### src/rtl/lcc_tally.sv
module lcc_tally #(
    parameter int NL = 4,
    parameter int ZW = 2,
    parameter int AW = 8,
    parameter int CW = 3
) (
    input  logic [NL-1:0]    en,
    input  logic [NL-1:0]    fmt_alpha,
    input  logic [NL*AW-1:0] galpha,
    input  logic [NL-1:0]    yuv,
    input  logic [NL-1:0]    fe,
    input  logic [NL*ZW-1:0] zpos,
    output logic [NL-1:0]    alpha_vec,
    output logic [CW-1:0]    n_en,
    output logic [CW-1:0]    n_alpha,
    output logic [CW-1:0]    n_yuv,
    output logic [CW-1:0]    n_fe,
    output logic             low_alpha
);

    // A layer has alpha if its format says so or its global alpha is below opaque.
    for (genvar g = 0; g < NL; g++) begin : g_alpha
        assign alpha_vec[g] = en[g] & (fmt_alpha[g] | (galpha[g*AW +: AW] != {AW{1'b1}}));
    end

    always_comb begin
        n_en      = '0;
        n_alpha   = '0;
        n_yuv     = '0;
        n_fe      = '0;
        low_alpha = 1'b0;
        for (int i = 0; i < NL; i++) begin
            n_en    = n_en    + CW'(en[i]);
            n_alpha = n_alpha + CW'(alpha_vec[i]);
            n_yuv   = n_yuv   + CW'(en[i] & yuv[i]);
            n_fe    = n_fe    + CW'(en[i] & fe[i]);
            if (alpha_vec[i] && (zpos[i*ZW +: ZW] == '0))
                low_alpha = 1'b1;
        end
    end

endmodule

### config.mk
export PLATFORM = sky130hd
export DESIGN_NAME = lcc_tally
export DESIGN_NICKNAME = d
export VERILOG_FILES = /design/src/rtl/lcc_tally.sv
export SDC_FILE = /design/constraint.sdc
export NUM_CORES = 1
export LEC_CHECK = 0
export BUFFER_PORTS_ARGS = -buffer_cell sky130_fd_sc_hd__buf_2
export CORE_MARGIN = 8
export CORE_UTILIZATION = 31
export DETAILED_ROUTE_END_ITERATION = 6
export PLACE_DENSITY = 0.95
export SLEW_MARGIN = 40
export SYNTH_ARGS = -nofsm -noshare
export SYNTH_HDL_FRONTEND = slang
export SYNTH_SLANG_ARGS = --single-unit
### constraint.sdc
create_clock -name vclk -period 4
set_input_delay 0.4 -clock vclk [all_inputs]
set_output_delay 0.4 -clock vclk [all_outputs]
set_load 0.1 [all_outputs]
==> run_results.csv <==
group,metric,value,unit
global_route,grt_first_pass_wirelength,3.17,mm
logic_synthesis,syn-num-nets,123,
placement,port_buffers,73,
worst_setup_path,critical_path_buf_inv_count,3,
sta,worst_hold_margin,1.33,ns
sta,slew-limit-headroom,0.512,
route,dr_pass1_iterations,3,
finish,nClkBuffers,0,
logic_synthesis,netlist_instances,55,
clocking,post_cts_resize_count,0,
route,via_count,665,
sta,totalNegativeSetupSlack,0,ns
status,run_status,"complete, no violations",
worst_setup_path,cp_cell_sequence,"buf_2, nand4_1, o41ai_1, fa_1, inv_1, ha_1, ha_1, buf_2",
logic_synthesis,syn_area,415,um^2
global_route,grt_antenna_before_repair,0,
sta,unrepaired_setup_endpoints_after_global_routing,"no",
finish,highest_count_cells_in_the_layout_ignoring_fill_and_taps,"73 x sky130_fd_sc_hd__buf_2, 17 x sky130_fd_sc_hd__inv_1, 8 x sky130_fd_sc_hd__ha_1",
sta,period_needed,2.93,ns
worst_setup_path,endpoint_kind,"primary output",
power_and_ir_drop,worst_vdd_ir,0.000222,V
route,antenna_violating_nets_post_route,0,
finish,fill_cells,119,
finish,diodes,0,
finish,final_common_cell,"sky130_fd_sc_hd__buf_2",
finish,fin_area,800,um^2
placement,hpwl,1.92,mm
floorplanning,placementRows,13,
sta,hold_viol_final,0,
sta,worst-slew-pin-transition,0.722,ns
logic_synthesis,post_synth.cell_area_avg,7.55,um^2
route,avgRoutedWirePerCell,14.0,um
sta,setup_viol,0,
finish,design.seq.count,0,
clocking,post_cts_buffers,0,
floorplanning,io-pin-count,73,
floorplanning,placeableCoreArea,0.00127,mm^2
finish,post-route-util,0.630,
global_route,first_global_vias,749,
global_route,grt_remaining_overflow,0,
power_and_ir_drop,standby_leakage_power,0.539,nW
floorplanning,die_width,52.6,um
sta,report.final.slew_viol_count,0,
worst_setup_path,cp_data_required_time,3.60,ns
worst_setup_path,cp_slowest_cell,"sky130_fd_sc_hd__o41ai_1",
global_route,grt_use_total,0.139,
worst_setup_path,cp_slowest_stage_delay,0.67,ns
finish,area.growth.synth_to_final,92.5,%
sta,max_clock_freq,0.342,GHz
logic_synthesis,synthesis.yosys.warnings,0,
route,totalWireLength,2.00,mm
finish,fin_nets,198,
worst_setup_path,critical_path_arrival,2.53,ns
global_route,grt_max_degree,5,
worst_setup_path,critPathKind,"input pin to primary output",
route,detail_route.drc_violations,0,
route,drt_iter0_drc,2,
floorplanning,floorplan.die_area,0.00277,mm^2
placement,postPlaceCellArea,800,um^2
run,max_cap_viol_count,0,
hold_path,min-delay-path-class,"input pin to primary output",
finish,final_layout_size_suffix_gt1_frac,0.594,
worst_setup_path,path_delay_family,"adder cells",
floorplanning,floorplan.initialDensity,0.327,
clocking,cts_hold_buffers,0,
placement,place_congestion,0.860,
worst_setup_path,startpoint_type,"input pin",
floorplanning,height_of_the_die,52.6,um
logic_synthesis,synth_cell_types,14,
finish,multiInputGateArea,352,um^2
route,via_per_inst,4.65,
logic_synthesis,synth.yosys.seq_area_share,0,
sta,final_min_period_over_clock_period,0.731,
finish,seqCellArea,0,um^2
worst_setup_path,timing.critical_path.fanout_max,3,
power_and_ir_drop,power_density,283,mW/mm^2
## Yosys cell counts
library cell / instances / area share
sky130_fd_sc_hd__nand3_1: 4 / 0.048
sky130_fd_sc_hd__nor3_1: 3 / 0.036
sky130_fd_sc_hd__o41ai_2: 2 / 0.078
sky130_fd_sc_hd__nand2_1: 7 / 0.063
sky130_fd_sc_hd__nand4b_1: 1 / 0.021
sky130_fd_sc_hd__fa_1: 4 / 0.19
sky130_fd_sc_hd__ha_1: 8 / 0.24
sky130_fd_sc_hd__inv_1: 17 / 0.15
sky130_fd_sc_hd__and2_1: 2 / 0.030
sky130_fd_sc_hd__o41ai_1: 1 / 0.021
sky130_fd_sc_hd__nor3b_2: 1 / 0.030
sky130_fd_sc_hd__o31a_1: 1 / 0.021
sky130_fd_sc_hd__nand4_1: 3 / 0.045
sky130_fd_sc_hd__or4_1: 1 / 0.018
## metrics by stage
step                cells  total power, mW  worst slack (ns)
finish                143            0.226              1.07
global route          143            0.239             0.841
CTS                   143            0.228              1.04
detailed placement    143            0.228              1.04
global placement      143            0.224              1.19
floorplan              55            0.186              1.10
## where the power goes
group          switching [mW]  internal (mW)  total [mW]
Sequential                  0              0           0
Clock                       0              0           0
Combinational           0.180         0.0460       0.226
Total                   0.180         0.0460       0.226
## layer usage
| layer | GRT usage | up-vias | share of wire | wire, um |
|---|---|---|---|---|
| met2 | 0.281 | 46 | 0.51 | 1030 |
| met5 | 0 | - | 0 | 0 |
| met3 | 0.0625 | 0 | 0.18 | 357 |
| li1 | - | 331 | - | - |
| met1 | 0.129 | 288 | 0.31 | 612 |
| met4 | 0.00431 | 0 | 0 | 0 |
## layout make-up
| type | instances | area share |
|---|---|---|
| Multi-Input combinational cell | 38 | 0.440 |
| Tap cell | 15 | 0.0235 |
| Timing Repair Buffer | 73 | 0.457 |
| Inverter | 17 | 0.0798 |
## worst paths after layout
check / startpoint / slack, ns / cells after the start / end
worst min-delay path: en[3] / 1.33 / 4 / alpha_vec[3]
worst max-delay path: galpha[13] / 1.07 / 8 / n_alpha[2]
## logic make-up (layout without fill, tap and decap cells)
logic type | Yosys count | after routing | synth area share
AOI/OAI and AO/OA | 4 | 4 | 0.120
adders and majority gates | 12 | 12 | 0.434
buffers and inverters | 17 | 90 | 0.154
and+or+nand+nor | 22 | 22 | 0.292
(Power assumes the default switching activity.)
